--- config.mk ---
export PLATFORM = sky130hd
export DESIGN_NAME = rail_sequencer
export DESIGN_NICKNAME = d
export VERILOG_FILES = /design/src/rtl/rail_seq_pkg.sv /design/src/rtl/rail_seq_sync.sv /design/src/rtl/rail_seq_timer.sv /design/src/rtl/rail_sequencer.sv
export SDC_FILE = /design/constraint.sdc
export NUM_CORES = 1
export LEC_CHECK = 0
export CAP_MARGIN = 15
export CORE_ASPECT_RATIO = 1.75
export CORE_MARGIN = 5
export CORE_UTILIZATION = 43
export DETAILED_ROUTE_END_ITERATION = 10
export PLACE_DENSITY_LB_ADDON = 0.25
export REMOVE_ABC_BUFFERS = 1
export SLEW_MARGIN = 20
export SYNTH_ARGS = -nofsm -noshare
export SYNTH_HDL_FRONTEND = slang
export SYNTH_SLANG_ARGS = --single-unit
export TNS_END_PERCENT = 50
--- constraint.sdc ---
create_clock -name clk -period 8.6 [get_ports clk]
set_clock_uncertainty 0.1 [all_clocks]
set_input_delay 0.86 -clock clk [delete_from_list [all_inputs] [get_ports clk]]
set_output_delay 0.86 -clock clk [all_outputs]
set_load 0.005 [all_outputs]
--- src/rtl/rail_seq_pkg.sv ---
package rail_seq_pkg;

  typedef enum logic [3:0] {
    ST_ON1,
    ST_ON2,
    ST_ON3,
    ST_SETTLE,
    ST_HOLDOFF,
    ST_RUN,
    ST_OFF1,
    ST_OFF2,
    ST_OFF3,
    ST_IDLE,
    ST_FAULT
  } seq_state_t;

  function automatic int unsigned max_u(input int unsigned a, input int unsigned b);
    return (a > b) ? a : b;
  endfunction

endpackage

--- src/rtl/rail_seq_sync.sv ---
module rail_seq_sync #(
  parameter int unsigned W = 1,
  parameter logic [W-1:0] RST_VAL = '0
) (
  input  logic         clk,
  input  logic         rst,
  input  logic [W-1:0] d,
  output logic [W-1:0] q
);

  logic [W-1:0] meta_q;
  logic [W-1:0] sync_q;

  always_ff @(posedge clk) begin
    if (rst) begin
      meta_q <= RST_VAL;
      sync_q <= RST_VAL;
    end else begin
      meta_q <= d;
      sync_q <= meta_q;
    end
  end

  assign q = sync_q;

endmodule

--- src/rtl/rail_seq_timer.sv ---
module rail_seq_timer #(
  parameter int unsigned TICK_DIV = 200,
  parameter int unsigned CW       = 16
) (
  input  logic          clk,
  input  logic          rst,
  input  logic          run,
  input  logic [CW-1:0] limit,
  output logic          done
);

  localparam int unsigned PW = (TICK_DIV > 1) ? $clog2(TICK_DIV) : 1;

  logic [PW-1:0] pre_q;
  logic [CW-1:0] ticks_q;
  logic          tick_end;

  assign tick_end = (pre_q == PW'(TICK_DIV - 1));
  assign done     = run && tick_end && (ticks_q == limit - CW'(1));

  always_ff @(posedge clk) begin
    if (rst || !run || done) begin
      pre_q   <= '0;
      ticks_q <= '0;
    end else if (tick_end) begin
      pre_q   <= '0;
      ticks_q <= ticks_q + CW'(1);
    end else begin
      pre_q <= pre_q + PW'(1);
    end
  end

  // an interval never counts past its programmed limit
  a_r3_tick_bound: assert property (@(posedge clk) disable iff (rst)
    run |-> (ticks_q < limit));

  // prescaler stays inside one tick
  a_r3_pre_bound: assert property (@(posedge clk) disable iff (rst)
    32'(pre_q) < TICK_DIV);

endmodule

--- src/rtl/rail_sequencer.sv ---
module rail_sequencer
  import rail_seq_pkg::*;
#(
  parameter int unsigned TICK_DIV    = 200,
  parameter int unsigned DLY_RAIL1   = 4000,
  parameter int unsigned DLY_RAIL2   = 3000,
  parameter int unsigned DLY_RAIL3   = 3500,
  parameter int unsigned DLY_SETTLE  = 2000,
  parameter int unsigned DLY_RELEASE = 2000
) (
  input  logic       clk,
  input  logic       rst,
  input  logic [2:0] pwr_good,
  input  logic       shutdown_n,
  output logic [2:0] rail_en,
  output logic       sys_reset_n,
  output logic       fault
);

  localparam int unsigned MAX_RAIL = max_u(max_u(DLY_RAIL1, DLY_RAIL2), DLY_RAIL3);
  localparam int unsigned MAX_DLY  = max_u(MAX_RAIL, max_u(DLY_SETTLE, DLY_RELEASE));
  localparam int unsigned CW       = $clog2(MAX_DLY + 1);

  seq_state_t    state_q;
  logic [2:0]    pg_s;
  logic          shdn_s;
  logic          tmr_run;
  logic          tmr_done;
  logic [CW-1:0] tmr_limit;

  rail_seq_sync #(.W(3), .RST_VAL(3'b000)) u_pg_sync (
    .clk (clk),
    .rst (rst),
    .d   (pwr_good),
    .q   (pg_s)
  );

  rail_seq_sync #(.W(1), .RST_VAL(1'b1)) u_shdn_sync (
    .clk (clk),
    .rst (rst),
    .d   (shutdown_n),
    .q   (shdn_s)
  );

  rail_seq_timer #(.TICK_DIV(TICK_DIV), .CW(CW)) u_timer (
    .clk   (clk),
    .rst   (rst),
    .run   (tmr_run),
    .limit (tmr_limit),
    .done  (tmr_done)
  );

  always_comb begin
    tmr_run   = 1'b1;
    tmr_limit = CW'(DLY_RAIL1);
    unique case (state_q)
      ST_ON1, ST_OFF1: tmr_limit = CW'(DLY_RAIL1);
      ST_ON2, ST_OFF2: tmr_limit = CW'(DLY_RAIL2);
      ST_ON3, ST_OFF3: tmr_limit = CW'(DLY_RAIL3);
      ST_SETTLE:       tmr_limit = CW'(DLY_SETTLE);
      ST_HOLDOFF:      tmr_limit = CW'(DLY_RELEASE);
      default:         tmr_run   = 1'b0;
    endcase
  end

  always_ff @(posedge clk) begin
    if (rst) begin
      state_q     <= ST_ON1;
      rail_en     <= '0;
      sys_reset_n <= 1'b0;
      fault       <= 1'b0;
    end else begin
      unique case (state_q)
        ST_ON1: if (tmr_done) begin
          rail_en[0] <= 1'b1;
          state_q    <= ST_ON2;
        end
        ST_ON2: if (tmr_done) begin
          rail_en[1] <= 1'b1;
          state_q    <= ST_ON3;
        end
        ST_ON3: if (tmr_done) begin
          rail_en[2] <= 1'b1;
          state_q    <= ST_SETTLE;
        end
        ST_SETTLE: if (tmr_done) begin
          if (&pg_s) begin
            state_q <= ST_HOLDOFF;
          end else begin
            fault   <= 1'b1;
            state_q <= ST_FAULT;
          end
        end
        ST_HOLDOFF: if (tmr_done) begin
          sys_reset_n <= 1'b1;
          state_q     <= ST_RUN;
        end
        ST_RUN: begin
          if (!(&pg_s)) begin
            fault       <= 1'b1;
            sys_reset_n <= 1'b0;
            state_q     <= ST_FAULT;
          end else if (!shdn_s) begin
            state_q <= ST_OFF1;
          end
        end
        ST_OFF1: if (tmr_done) begin
          rail_en[0] <= 1'b0;
          state_q    <= ST_OFF2;
        end
        ST_OFF2: if (tmr_done) begin
          rail_en[1] <= 1'b0;
          state_q    <= ST_OFF3;
        end
        ST_OFF3: if (tmr_done) begin
          rail_en[2]  <= 1'b0;
          sys_reset_n <= 1'b0;
          state_q     <= ST_IDLE;
        end
        ST_IDLE:  state_q <= ST_IDLE;
        ST_FAULT: state_q <= ST_FAULT;
        default: begin
          fault       <= 1'b1;
          sys_reset_n <= 1'b0;
          state_q     <= ST_FAULT;
        end
      endcase
    end
  end

  // reset leaves all outputs inactive
  a_r1_reset_state: assert property (@(posedge clk)
    rst |=> (rail_en == 3'b000 && !sys_reset_n && !fault));

  // rail 2 only rises with rail 1 on, rail 3 only with both on
  a_r2_rise_order2: assert property (@(posedge clk) disable iff (rst)
    $rose(rail_en[1]) |-> rail_en[0]);
  a_r2_rise_order3: assert property (@(posedge clk) disable iff (rst)
    $rose(rail_en[2]) |-> (rail_en[1:0] == 2'b11));

  // reset is released only with every rail on and no fault
  a_r5_release_ok: assert property (@(posedge clk) disable iff (rst)
    $rose(sys_reset_n) |-> (rail_en == 3'b111 && !fault));

  // a fault freezes the enables and keeps the system in reset
  a_r7_fault_latched: assert property (@(posedge clk) disable iff (rst)
    fault |=> (fault && $stable(rail_en) && !sys_reset_n));

  // rails fall in order, system reset drops with the last one
  a_r8_fall_order2: assert property (@(posedge clk) disable iff (rst)
    $fell(rail_en[1]) |-> !rail_en[0]);
  a_r8_fall_order3: assert property (@(posedge clk) disable iff (rst)
    $fell(rail_en[2]) |-> (rail_en[1:0] == 2'b00 && !sys_reset_n));

  // idle after power-down is terminal
  a_r10_idle_hold: assert property (@(posedge clk) disable iff (rst)
    (state_q == ST_IDLE) |=> (state_q == ST_IDLE && rail_en == 3'b000 && !sys_reset_n));

endmodule

Yosys cells after proc, flatten, opt, wreduce, memory -nomap -nowiden. Cells that the tools add are included.

Bits in registers: 37. Bits in latches: 0. RAM bits: 0. Memory bits (read-only): 0. Input bits: 6. Output and inout port bits: 5. Logic and storage cells: 86. Memories kept: 0.

$add $sub $neg: 3. Multiply operators: 0. Divide/modulo/power cells: 0. Magnitude comparators: 0. Eq/ne operators: 22. Shift-type cells: 0. Multiplexer cells: 24. Bitwise gates (word level): 2. Reductions and logical operators: 23.

Operators by type and width (number): two-way mux 4 bit (11); case mux 4 bit (10 select lines) (1); case mux 12 bit (3 select lines) (1); == test 4 x 3 -> 1 bit, second input constant (4); inequality test 2 x 1 -> 1 bit, second input constant (8); OR reduction 8 bit (2); adder 12 x 1 -> 12 bit, second input constant (1); == test 12 bit (1); == test 4 bit, second input constant (3); AND reduction 3 bit (4); subtractor 12 x 1 -> 12 bit, second input constant (1); AND reduction 9 bit (1); OR reduction 9 bit (1); adder 8 x 1 -> 8 bit, second input constant (1); == test 4 x 2 -> 1 bit, second input constant (2); == test 8 bit, second input constant (1); OR reduction 2 bit (4); two-way mux 1 bit (6); case mux 1 bit (2 select lines) (3); nonzero test 2 bit (3); == test 4 x 1 -> 1 bit, second input constant (1); zero test 4 bit (1); case mux 1 bit (4 select lines) (1); AND reduction 4 bit (1); 8 further kinds (11).

Logic depth before layout (Yosys ltp). Gate-level depths: netlist of run 1.

Depth after elaboration: 8. Mapped depth: 12. Gate-level depth less buffers: 11.

Cells and area by module. From an unflattened synthesis of run 1, not the netlist that was laid out.

Cells, all modules: 274. Area, all modules: 2263.4 um^2.

Modules (own cells, without submodules): rail_seq_timer (times used 1, cells an instance 163, area an instance 1360.1 um^2, sequential area each 400.4 um^2); rail_sequencer (times used 1, cells an instance 95, area an instance 693.2 um^2, sequential area each 180.2 um^2); rail_seq_sync (u_pg_sync) (times used 1, cells an instance 12, area an instance 157.7 um^2, sequential area each 120.1 um^2); rail_seq_sync (u_shdn_sync) (times used 1, cells an instance 4, area an instance 52.6 um^2, sequential area each 40.0 um^2).

Least setup slack after synthesis of run 1. OpenSTA, ideal clock, no wires.

Kind: reg2reg. From: register state_q[0]. To: register sys_reset_n. Library setup time: 0.116 ns. Arrival time: 2.684 ns. Required time: 8.384 ns. Slack: 5.701 ns. Cell stages (with the launch flop): 12. Buffers on the path: 2. Period minus slack after synthesis: 2.899 ns. Cell sequence: dfxtp_1 -> buf_2 -> clkbuf_1 -> nor4_1 -> a21oi_1 -> ha_1 -> xor2_1 -> a2111oi_0 -> a41oi_1 -> or4_1 -> mux2i_1 -> a31o_1.

Cells in the longest elaborated chain, start to end: 8. Elaborated cells on any way between the ends: 28. Those cells by class: add/sub: 1; eq/ne: 14; mux: 3; bitwise: 1; reduce/logical: 9.

RTL lines: start, declared (RTL line rail_sequencer.sv:24) `seq_state_t state_q;`; start signal, assigned (RTL line rail_sequencer.sv:68) `state_q <= ST_ON1;`; start signal, assigned (RTL line rail_sequencer.sv:76) `state_q <= ST_ON2;`; start signal, assigned (RTL line rail_sequencer.sv:80) `state_q <= ST_ON3;`; == test 4 x 3 -> 1 bit (tied with other cells) (RTL line rail_sequencer.sv:56, rail_sequencer.sv:73); OR reduction 2 bit (no line); case mux 12 bit (3 select lines) (RTL line rail_sequencer.sv:56) `unique case (state_q)`; subtractor 12 x 1 -> 12 bit (RTL line rail_seq_timer.sv:19) `assign done = run && tick_end && (ticks_q == limit - CW'(1));`; == test 12 bit (RTL line rail_seq_timer.sv:19); logical AND 1 bit (RTL line rail_seq_timer.sv:19); inequality test 2 x 1 -> 1 bit (no line); AND reduction 4 bit (no line); end signal, assigned (RTL line rail_sequencer.sv:70) `sys_reset_n <= 1'b0;`; end signal, assigned (RTL line rail_sequencer.sv:95) `sys_reset_n <= 1'b1;`; end signal, assigned (RTL line rail_sequencer.sv:101) `sys_reset_n <= 1'b0;`; end, declared (RTL line rail_sequencer.sv:16) `output logic sys_reset_n,`.

Several ways; a longest one is shown, not always the timed one. A chain may end at the register's enable or synchronous reset.

Worst setup path in the final report of run 1.
From: register state_q[1]. To: register u_timer.pre_q[4].

Cells in the longest elaborated chain, start to end: 8. Elaborated cells on any way between the ends: 22. Those cells by class: add/sub: 1; eq/ne: 8; mux: 2; reduce/logical: 11.

RTL lines: == test 4 x 3 -> 1 bit (tied with other cells) (RTL line rail_sequencer.sv:56); OR reduction 2 bit (no line); case mux 12 bit (3 select lines) (RTL line rail_sequencer.sv:56); subtractor 12 x 1 -> 12 bit (RTL line rail_seq_timer.sv:19); == test 12 bit (RTL line rail_seq_timer.sv:19); logical AND 1 bit (RTL line rail_seq_timer.sv:19); logical OR 1 bit * (RTL line rail_seq_timer.sv:22) `if (rst || !run || done) begin`; OR reduction 2 bit (no line) *; end signal, assigned (RTL line rail_seq_timer.sv:29) `pre_q <= pre_q + PW'(1);`; end, declared (RTL line rail_seq_timer.sv:14) `logic [PW-1:0] pre_q;`.

Every way passes the cells marked *; elsewhere a longest branch is shown, timed or not.

==> results of run 1 <==
[state kept, by name, summed over array words and instances, names as in the netlist, 3 cells and up]
name / cells
u_pg_sync.meta_q: 3
u_timer.pre_q: 8
rail_en: 3
state_q: 4
u_timer.ticks_q: 12
u_pg_sync.q: 3
[routing by layer]
metal / share of wire, % / vias to the layer above
met5: 0 / -
met4: 3.9 / 0
met3: 2.7 / 14
met2: 54 / 25
met1: 40 / 761
li1: - / 812
[critical path: cells and delay by family (launching register included)]
family | cells | cell delay, ps
DFF | 1 | 820
xor gates and xnor gates | 2 | 370
AOI/OAI and AO/OA | 2 | 540
adders and majority gates | 1 | 230
and+or+nand+nor | 4 | 1590
[final timing paths]
| check | startpoint | endpoint | depth (start not counted) |
|---|---|---|---|
| min reg2reg | u_shdn_sync.meta_q$_SDFF_PP1_ | u_shdn_sync.q$_SDFF_PP1_ | 1 |
| max | state_q[1]$_SDFFE_PP0P_ | u_timer.pre_q[4]$_SDFF_PP0_ | 9 |
| min | u_shdn_sync.meta_q$_SDFF_PP1_ | u_shdn_sync.q$_SDFF_PP1_ | 1 |
| max reg2reg | state_q[1]$_SDFFE_PP0P_ | u_timer.pre_q[4]$_SDFF_PP0_ | 9 |
[power by group through the flow]
stage	registers [mW]	logic, mW	clock network (mW)
floorplan	0.179	0.00545	0
global placement	0.180	0.00972	0
detailed placement	0.180	0.00982	0
CTS	0.176	0.00989	0.122
global route	0.176	0.0111	0.128
finish	0.176	0.00963	0.117
[cell type report]
class                           count  area [µm²]  share of cell area, %
Multi-Input combinational cell    172        1150                   53.1
Sequential cell                    37         741                   34.1
Timing Repair Buffer               11         108                   4.96
Clock buffer                        6        72.6                   3.34
Tap cell                           51        63.8                   2.94
Inverter                            6        22.5                   1.04
Clock inverter                      2        10.0                  0.461
[synthesized netlist by cell type, types with 3 or more instances]
master,instances
sky130_fd_sc_hd__a21oi_1,5
sky130_fd_sc_hd__buf_2,3
sky130_fd_sc_hd__buf_6,3
sky130_fd_sc_hd__clkbuf_1,5
sky130_fd_sc_hd__dfxtp_1,37
sky130_fd_sc_hd__ha_1,3
sky130_fd_sc_hd__inv_1,6
sky130_fd_sc_hd__mux2i_1,3
sky130_fd_sc_hd__nand2_1,16
sky130_fd_sc_hd__nand2b_1,4
sky130_fd_sc_hd__nand3_1,10
sky130_fd_sc_hd__nand3b_1,3
sky130_fd_sc_hd__nand4_1,3
sky130_fd_sc_hd__nor2_1,25
sky130_fd_sc_hd__nor2b_1,10
sky130_fd_sc_hd__nor3_1,5
sky130_fd_sc_hd__nor3_2,6
sky130_fd_sc_hd__nor4_1,3
sky130_fd_sc_hd__o21ai_0,10
sky130_fd_sc_hd__or2_2,3
sky130_fd_sc_hd__or3_1,4
sky130_fd_sc_hd__or3b_1,3
sky130_fd_sc_hd__xnor2_1,13
sky130_fd_sc_hd__xor2_1,9
[kinds of logic (layout without fill, tap and decap cells)]
family                     Yosys count  in the layout
xor gates and xnor gates            22             22
muxes                                4              4
AOI/OAI and AO/OA                   35             35
and+or+nand+nor                    108            108
adders and majority gates            3              3
buffers and inverters               18             25
DFF                                 37             37
[per-stage QoR]
step / utilization (%) / cells / hold WS [ps]
2_1_floorplan: - / 215 / 289
3_3_place_gp: 47.0 / 277 / 292
3_5_place_dp: 47.0 / 277 / 298
4_1_cts: 48.8 / 285 / 322
5_1_grt: 48.8 / 285 / 334
6_report: 48.8 / 285 / 309
==> impl_table.tex, run 1 <==
\begin{tabular}{lr}
\hline
Metric & Value \\
\hline
\multicolumn{2}{l}{\textbf{Die}} \\
Core Area & $\sim$4400 µm² \\
Initial core utilization & around 45\% \\
Total I/O pin count & 11 \\
Height of the chip & 99.9 µm \\
Row Count & 32 \\
X dimension of the die & 61.4 µm \\
Full die area & $\sim$6100 µm² \\
\multicolumn{2}{l}{\textbf{GRT}} \\
GRT overflow & 0 \\
Wire length of the first global-routing pass & around 7100 µm \\
Number of global-route vias before repair & 1642 \\
GRT Overall Usage & between 10\% and 20\% \\
Met2 usage in global routing & 26.4\% \\
Maximum number of pins on one net before global-route repair & 25 \\
GRT Max-Usage Layer & met2 \\
Met1 usage in global routing & 15.3\% \\
Met3 track utilization from global routing & about 3.5\% \\
Number of antenna violations at the first check in global routing & 0 \\
\multicolumn{2}{l}{\textbf{Logic synthesis}} \\
Combinational family with the most area after synthesis & simple AND/OR/NAND/NOR gates \\
Post-synth ARST share & 0\% \\
Cell type with the largest total area after synthesis & sky130\_fd\_sc\_hd\_\_dfxtp\_1 \\
Xor and xnor fraction of the mapped netlist area & under 10\% \\
Top-area cell type share of the netlist area & 37.3\% \\
Leading register cell type out of synthesis & sky130\_fd\_sc\_hd\_\_dfxtp\_1 \\
Number of enable-type register cells in the synthesized netlist & 0 \\
Fraction of the mapped netlist area in simple logic gates & 31.7\% \\
Share of cell area taken by muxes after synthesis & under 10\% \\
Cell types with the largest area share after synthesis & sky130\_fd\_sc\_hd\_\_dfxtp\_1 37\%, sky130\_fd\_sc\_hd\_\_xnor2\_1 5.7\%, sky130\_fd\_sc\_hd\_\_nor2\_1 4.7\% \\
Number of instances in the synthesized netlist & around 230 \\
Yosys warning count & 0 \\
Area of the mapped netlist & 1990 µm² \\
Register area share after synthesis & a little under two fifths \\
Adder-Cell Fraction of Synth Area & 1.89\% \\
Compound-Gate Fraction of Synth Area & between 10\% and 20\% \\
Flip-flop and latch count after synthesis & 37 \\
Post-Syn Area per Cell & 8.75 µm² \\
Synth cell types & 53 \\
\multicolumn{2}{l}{\textbf{Worst setup path}} \\
Required time at the endpoint of the critical path & roughly 8700 ps \\
Class of the most critical setup path & reg -> reg \\
Setup slack on the worst flop-to-flop path & approximately 4800 ps \\
Setup crit end kind & flop \\
Largest driver fanout on the critical path & 22 \\
Cell type of the slowest stage on the worst timing path & sky130\_fd\_sc\_hd\_\_dfxtp\_1 \\
Category of the worst setup path launch point & flop \\
Data arrival time of the worst path & about 3900 ps \\
Critical-path cell list & xnor2\_1 -> or3\_1 -> ha\_1 -> xor2\_1 -> a2111oi\_0 -> a41oi\_1 -> nor4\_4 -> or3\_1 -> nor2\_1 \\
Biggest cell delay along the critical path & between 800 and 900 ps \\
Most prevalent standard cell on the critical path & sky130\_fd\_sc\_hd\_\_or3\_1 \\
\multicolumn{2}{l}{\textbf{Pwr}} \\
Clock share of power & 38.7\% \\
Sequential group share of total power & a little under 60\% \\
Share of total power consumed by net switching & 22.2\% \\
Maximum vdd drop & roughly 0.12 mV \\
Cell Pwr Density & 139 nW/µm² \\
Static Leakage & about 0.72 nW \\
Relative contribution of combinational cells to total power & 3.2\% \\
Total power draw & a little over 0.3 mW \\
Internal power consumption & between 0.2 and 0.25 mW \\
Switching power & 0.0673 mW \\
\multicolumn{2}{l}{\textbf{Layout}} \\
Ant diodes & 0 \\
Number of filler instances in the final layout & about 440 \\
Most used cells in the layout excluding fill and tap cells & 37 x sky130\_fd\_sc\_hd\_\_dfxtp\_1, 25 x sky130\_fd\_sc\_hd\_\_nor2\_1, 16 x sky130\_fd\_sc\_hd\_\_nand2\_1 \\
Most common cell after layout, fill and taps aside & sky130\_fd\_sc\_hd\_\_dfxtp\_1 \\
Post-route design area & about 2200 µm² \\
Share of layout cells above drive strength 1 & 10.3\% \\
Area Growth Syn to Fin & 9.19\% \\
Post-layout nets & about 240 \\
\multicolumn{2}{l}{\textbf{Placed design}} \\
Routability congestion estimate & $\sim$0.85 \\
Worst setup slack before clock tree synthesis & around 4800 ps \\
Placed wire-length estimate after detailed placement & $\sim$2900 µm \\
Input/output buffers & 10 \\
Placed standard-cell area & 2090 µm² \\
\multicolumn{2}{l}{\textbf{Drt}} \\
Post-detailed-route count of antenna-violating nets & 0 \\
1st-iter DRT viols & 82 \\
Detailed-route vias per instance & between 5 and 6 \\
DRC viols & 0 \\
Drt first pass iters & 6 \\
Post-Route WL & roughly 4100 µm \\
Via total after detailed routing & $\sim$1600 \\
Average wire per standard cell & around 14 µm \\
\multicolumn{2}{l}{\textbf{STA}} \\
Worst-margin pin slew & 811 ps \\
Post-layout minimum cycle time & around 3800 ps \\
Share of the clock period used by the worst path & 44.2\% \\
Max-slew headroom & between 40\% and 50\% \\
Highest achievable clock rate & roughly 0.26 GHz \\
Setup repair after global routing missed its margin & no \\
Total Neg Setup Slack & 0 ps \\
Final setup violation count & 0 \\
Final Hold Viols & 0 \\
Max-slew violation total from the final report & 0 \\
Smallest setup slack after layout & 4800 ps \\
\multicolumn{2}{l}{\textbf{Clock tree}} \\
Clock insertion delay at the later pin of the skew report & between 200 and 300 ps \\
Clock transition at the register clock pins on the worst setup and hold paths after CTS & $\sim$80 ps \\
Number of resized instances in the post-cts repair step & 0 \\
Buffer levels on the longest clock path & 2 \\
Master cell of the clock root buffer & sky130\_fd\_sc\_hd\_\_clkbuf\_8 \\
Hold Buf Count CTS & 0 \\
Post CTS Setup Buffer Count & 0 \\
TritonCTS clock tree & done \\
Inserted Clock Buffers & 5 \\
CTS Sinks & 37 \\
H-Tree Depth & 2 \\
\multicolumn{2}{l}{\textbf{Outcome}} \\
Status & complete, no violations \\
\multicolumn{2}{l}{\textbf{Run}} \\
Number of maximum-capacitance violations & 0 \\
\multicolumn{2}{l}{\textbf{Worst hold path}} \\
Path type of the worst min-delay path & reg -> reg \\
\hline
\end{tabular}
Note: power is estimated with default switching activity, not from simulation.
==> inputs of run 2 (changes only) <==
==> constraint.sdc (replaced) <==
create_clock -name clk -period 3.53 [get_ports clk]
set_clock_uncertainty 0.1 [all_clocks]
set_input_delay 0.353 -clock clk [delete_from_list [all_inputs] [get_ports clk]]
set_output_delay 0.353 -clock clk [all_outputs]
set_load 0.005 [all_outputs]
==> impl_table.tex, run 2 (synthesis results as in run 1) <==
\begin{tabular}{lr}
\hline
Metric & Value \\
\hline
\multicolumn{2}{l}{\textbf{Drt}} \\
Via total after detailed routing & 1663 (+3.2\%) \\
Post-detailed-route count of antenna-violating nets & 0 (unchanged) \\
Post-Route WL & 4320 µm (+5.9\%) \\
1st-iter DRT viols & 105 (+28\%) \\
Average wire per standard cell & 14.7 µm (+2.6\%) \\
DRC viols & 0 (unchanged) \\
Drt first pass iters & 4 (-2) \\
Detailed-route vias per instance & 5.66 (about the same) \\
\multicolumn{2}{l}{\textbf{Die}} \\
Initial core utilization & 44.7\% (unchanged) \\
Height of the chip & 99.9 µm (unchanged) \\
Full die area & 6130 µm² (unchanged) \\
Core Area & 4440 µm² (unchanged) \\
X dimension of the die & 61.4 µm (unchanged) \\
Total I/O pin count & 11 (unchanged) \\
Row Count & 32 (unchanged) \\
\multicolumn{2}{l}{\textbf{GRT}} \\
GRT Overall Usage & 15.4\% (+0.51 points) \\
Number of antenna violations at the first check in global routing & 0 (unchanged) \\
GRT overflow & 0 (unchanged) \\
Number of global-route vias before repair & 1593 (-3.0\%) \\
Maximum number of pins on one net before global-route repair & 21 (-16\%) \\
Wire length of the first global-routing pass & 7160 µm (+1.5\%) \\
\multicolumn{2}{l}{\textbf{Clock tree}} \\
Master cell of the clock root buffer & sky130\_fd\_sc\_hd\_\_clkbuf\_8 \\
H-Tree Depth & 2 (unchanged) \\
TritonCTS clock tree & done \\
Clock transition at the register clock pins on the worst setup and hold paths after CTS & 70 ps (about the same) \\
Inserted Clock Buffers & 5 (unchanged) \\
Clock insertion delay at the later pin of the skew report & 290 ps (about the same) \\
Post CTS Setup Buffer Count & 0 (unchanged) \\
Number of resized instances in the post-cts repair step & 0 (unchanged) \\
Hold Buf Count CTS & 0 (unchanged) \\
CTS Sinks & 37 (unchanged) \\
Buffer levels on the longest clock path & 2 (unchanged) \\
\multicolumn{2}{l}{\textbf{Worst setup path}} \\
Biggest cell delay along the critical path & 520 ps (-300 ps) \\
Cell type of the slowest stage on the worst timing path & sky130\_fd\_sc\_hd\_\_or4\_1 \\
Setup crit end kind & flop \\
Class of the most critical setup path & reg -> reg \\
Buf/Inv on CP & 1 (+1) \\
Critical-path cell list & buf\_4 -> nor4\_1 -> a21oi\_1 -> ha\_1 -> xor2\_1 -> a2111oi\_0 -> a41oi\_1 -> or4\_1 -> mux2i\_1 -> a31o\_1 \\
Required time at the endpoint of the critical path & 3610 ps (-5040 ps) \\
Largest delay share family, worst path & simple AND/OR/NAND/NOR gates \\
Category of the worst setup path launch point & flop \\
Data arrival time of the worst path & 3120 ps (-730 ps) \\
Largest driver fanout on the critical path & 9 (-59\%) \\
\multicolumn{2}{l}{\textbf{Run}} \\
Number of maximum-capacitance violations & 0 (unchanged) \\
\multicolumn{2}{l}{\textbf{Worst hold path}} \\
Path type of the worst min-delay path & reg -> reg \\
\multicolumn{2}{l}{\textbf{Pwr}} \\
Total power draw & 0.737 mW (+140\%) \\
Relative contribution of combinational cells to total power & 3.5\% (+0.3 points) \\
Share of total power consumed by net switching & 22.0\% (-0.21 points) \\
Static Leakage & 0.770 nW (+6.4\%) \\
Sequential group share of total power & 58.1\% (about the same) \\
Cell Pwr Density & 329 nW/µm² (+140\%) \\
Maximum vdd drop & 0.298 mV (+150\%) \\
Switching power & 0.162 mW (+140\%) \\
Internal power consumption & 0.574 mW (+140\%) \\
Clock share of power & 38.4\% (-0.3 points) \\
\multicolumn{2}{l}{\textbf{STA}} \\
Smallest setup slack after layout & 491 ps (-4300 ps) \\
Worst-margin pin slew & 477 ps (-334 ps) \\
Final setup violation count & 0 (unchanged) \\
Setup repair after global routing missed its margin & no \\
Share of the clock period used by the worst path & 86.1\% (+42 points) \\
Max-slew headroom & 67.8\% (+22 points) \\
Final Hold Viols & 0 (unchanged) \\
Post-layout minimum cycle time & 3040 ps (-766 ps) \\
Highest achievable clock rate & 0.329 GHz (+25\%) \\
Total Neg Setup Slack & 0 ps (unchanged) \\
Max-slew violation total from the final report & 0 (unchanged) \\
\multicolumn{2}{l}{\textbf{Layout}} \\
Reg area & 741 µm² (unchanged) \\
Share of layout cells above drive strength 1 & 13.6\% (+3.3 points) \\
Area Growth Syn to Fin & 12.6\% \\
Post-layout nets & 251 (+3.7\%) \\
Final cell utilization of the core & 50.3\% (+1.5 points) \\
Largest reg by FF count & u\_timer.ticks\_q \\
Top Registers & u\_timer.ticks\_q (12), u\_timer.pre\_q (8), state\_q (4) \\
Most common cell after layout, fill and taps aside & sky130\_fd\_sc\_hd\_\_dfxtp\_1 \\
Most used cells in the layout excluding fill and tap cells & 37 x sky130\_fd\_sc\_hd\_\_dfxtp\_1, 25 x sky130\_fd\_sc\_hd\_\_nor2\_1, 16 x sky130\_fd\_sc\_hd\_\_nand2\_1 \\
Ant diodes & 0 (unchanged) \\
Number of filler instances in the final layout & 436 (unchanged) \\
Flip-flop count of the largest register after layout & 12 (unchanged) \\
Post-route design area & 2240 µm² (+3.1\%) \\
Combined area of the multi-input logic cells & 1150 µm² (unchanged) \\
\multicolumn{2}{l}{\textbf{Placed design}} \\
Routability congestion estimate & 0.950 (+12\%) \\
Input/output buffers & 10 (unchanged) \\
Placed standard-cell area & 2150 µm² (+3.2\%) \\
Placed wire-length estimate after detailed placement & 3230 µm (+11\%) \\
Worst setup slack before clock tree synthesis & 521 ps (-4310 ps) \\
\multicolumn{2}{l}{\textbf{Outcome}} \\
Status & complete, no violations \\
\hline
\end{tabular}
run 2: changes by cell type in the layout (fill, tap and decap cells not counted), sizes merged:
cell	change
buf	+9
run 2: worst paths after layout:
kind                              endpoint  slack (ps)  cells after the start                          start
hold / removal    u_shdn_sync.q$_SDFF_PP1_         320                      1  u_shdn_sync.meta_q$_SDFF_PP1_
hold reg to reg   u_shdn_sync.q$_SDFF_PP1_         320                      1  u_shdn_sync.meta_q$_SDFF_PP1_
setup / recovery  sys_reset_n$_SDFFE_PP0P_         490                     10        state_q[2]$_SDFFE_PP0P_
setup reg to reg  sys_reset_n$_SDFFE_PP0P_         490                     10        state_q[2]$_SDFFE_PP0P_
run 2: final cells by class:
type | instances | area share, %
flip-flops and latches | 37 | 33.1
repair buffers | 20 | 7.83
well taps | 51 | 2.85
clock inverters | 2 | 0.447
inverters | 6 | 1.01
clock buffers | 6 | 3.24
multi-input cells | 172 | 51.5
run 2: metrics by stage:
stage / hold WS (ps) / std cells
2_1_floorplan: 289 / 215
3_3_place_gp: 294 / 286
3_5_place_dp: 300 / 286
4_1_cts: 319 / 294
5_1_grt: 325 / 294
6_report: 316 / 294
run 2: worst register-to-register path, stage by stage, from the launching register on:
cell                        delay, ps
sky130_fd_sc_hd__dfxtp_1          420
sky130_fd_sc_hd__buf_4            220
sky130_fd_sc_hd__nor4_1           330
sky130_fd_sc_hd__a21oi_1           80
sky130_fd_sc_hd__ha_1             200
sky130_fd_sc_hd__xor2_1           160
sky130_fd_sc_hd__a2111oi_0        370
sky130_fd_sc_hd__a41oi_1          180
sky130_fd_sc_hd__or4_1            520
sky130_fd_sc_hd__mux2i_1          150
sky130_fd_sc_hd__a31o_1           210
run 2: power by group through the flow:
| stage | Sequential (mW) | Clock (mW) | Combinational [mW] |
|---|---|---|---|
| 2_1_floorplan | 0.437 | 0 | 0.0133 |
| 3_3_place_gp | 0.438 | 0 | 0.0253 |
| 3_5_place_dp | 0.438 | 0 | 0.0257 |
| 4_1_cts | 0.428 | 0.295 | 0.0258 |
| 5_1_grt | 0.429 | 0.314 | 0.0290 |
| 6_report | 0.428 | 0.283 | 0.0255 |
run 2: layer usage:
layer	global-route usage [%]	part of all wire [%]	vias up
met5	0	0	-
met4	8.66	3.2	0
met3	2.83	3.7	13
met2	28.1	56	38
met1	15.5	37	783
li1	-	-	829
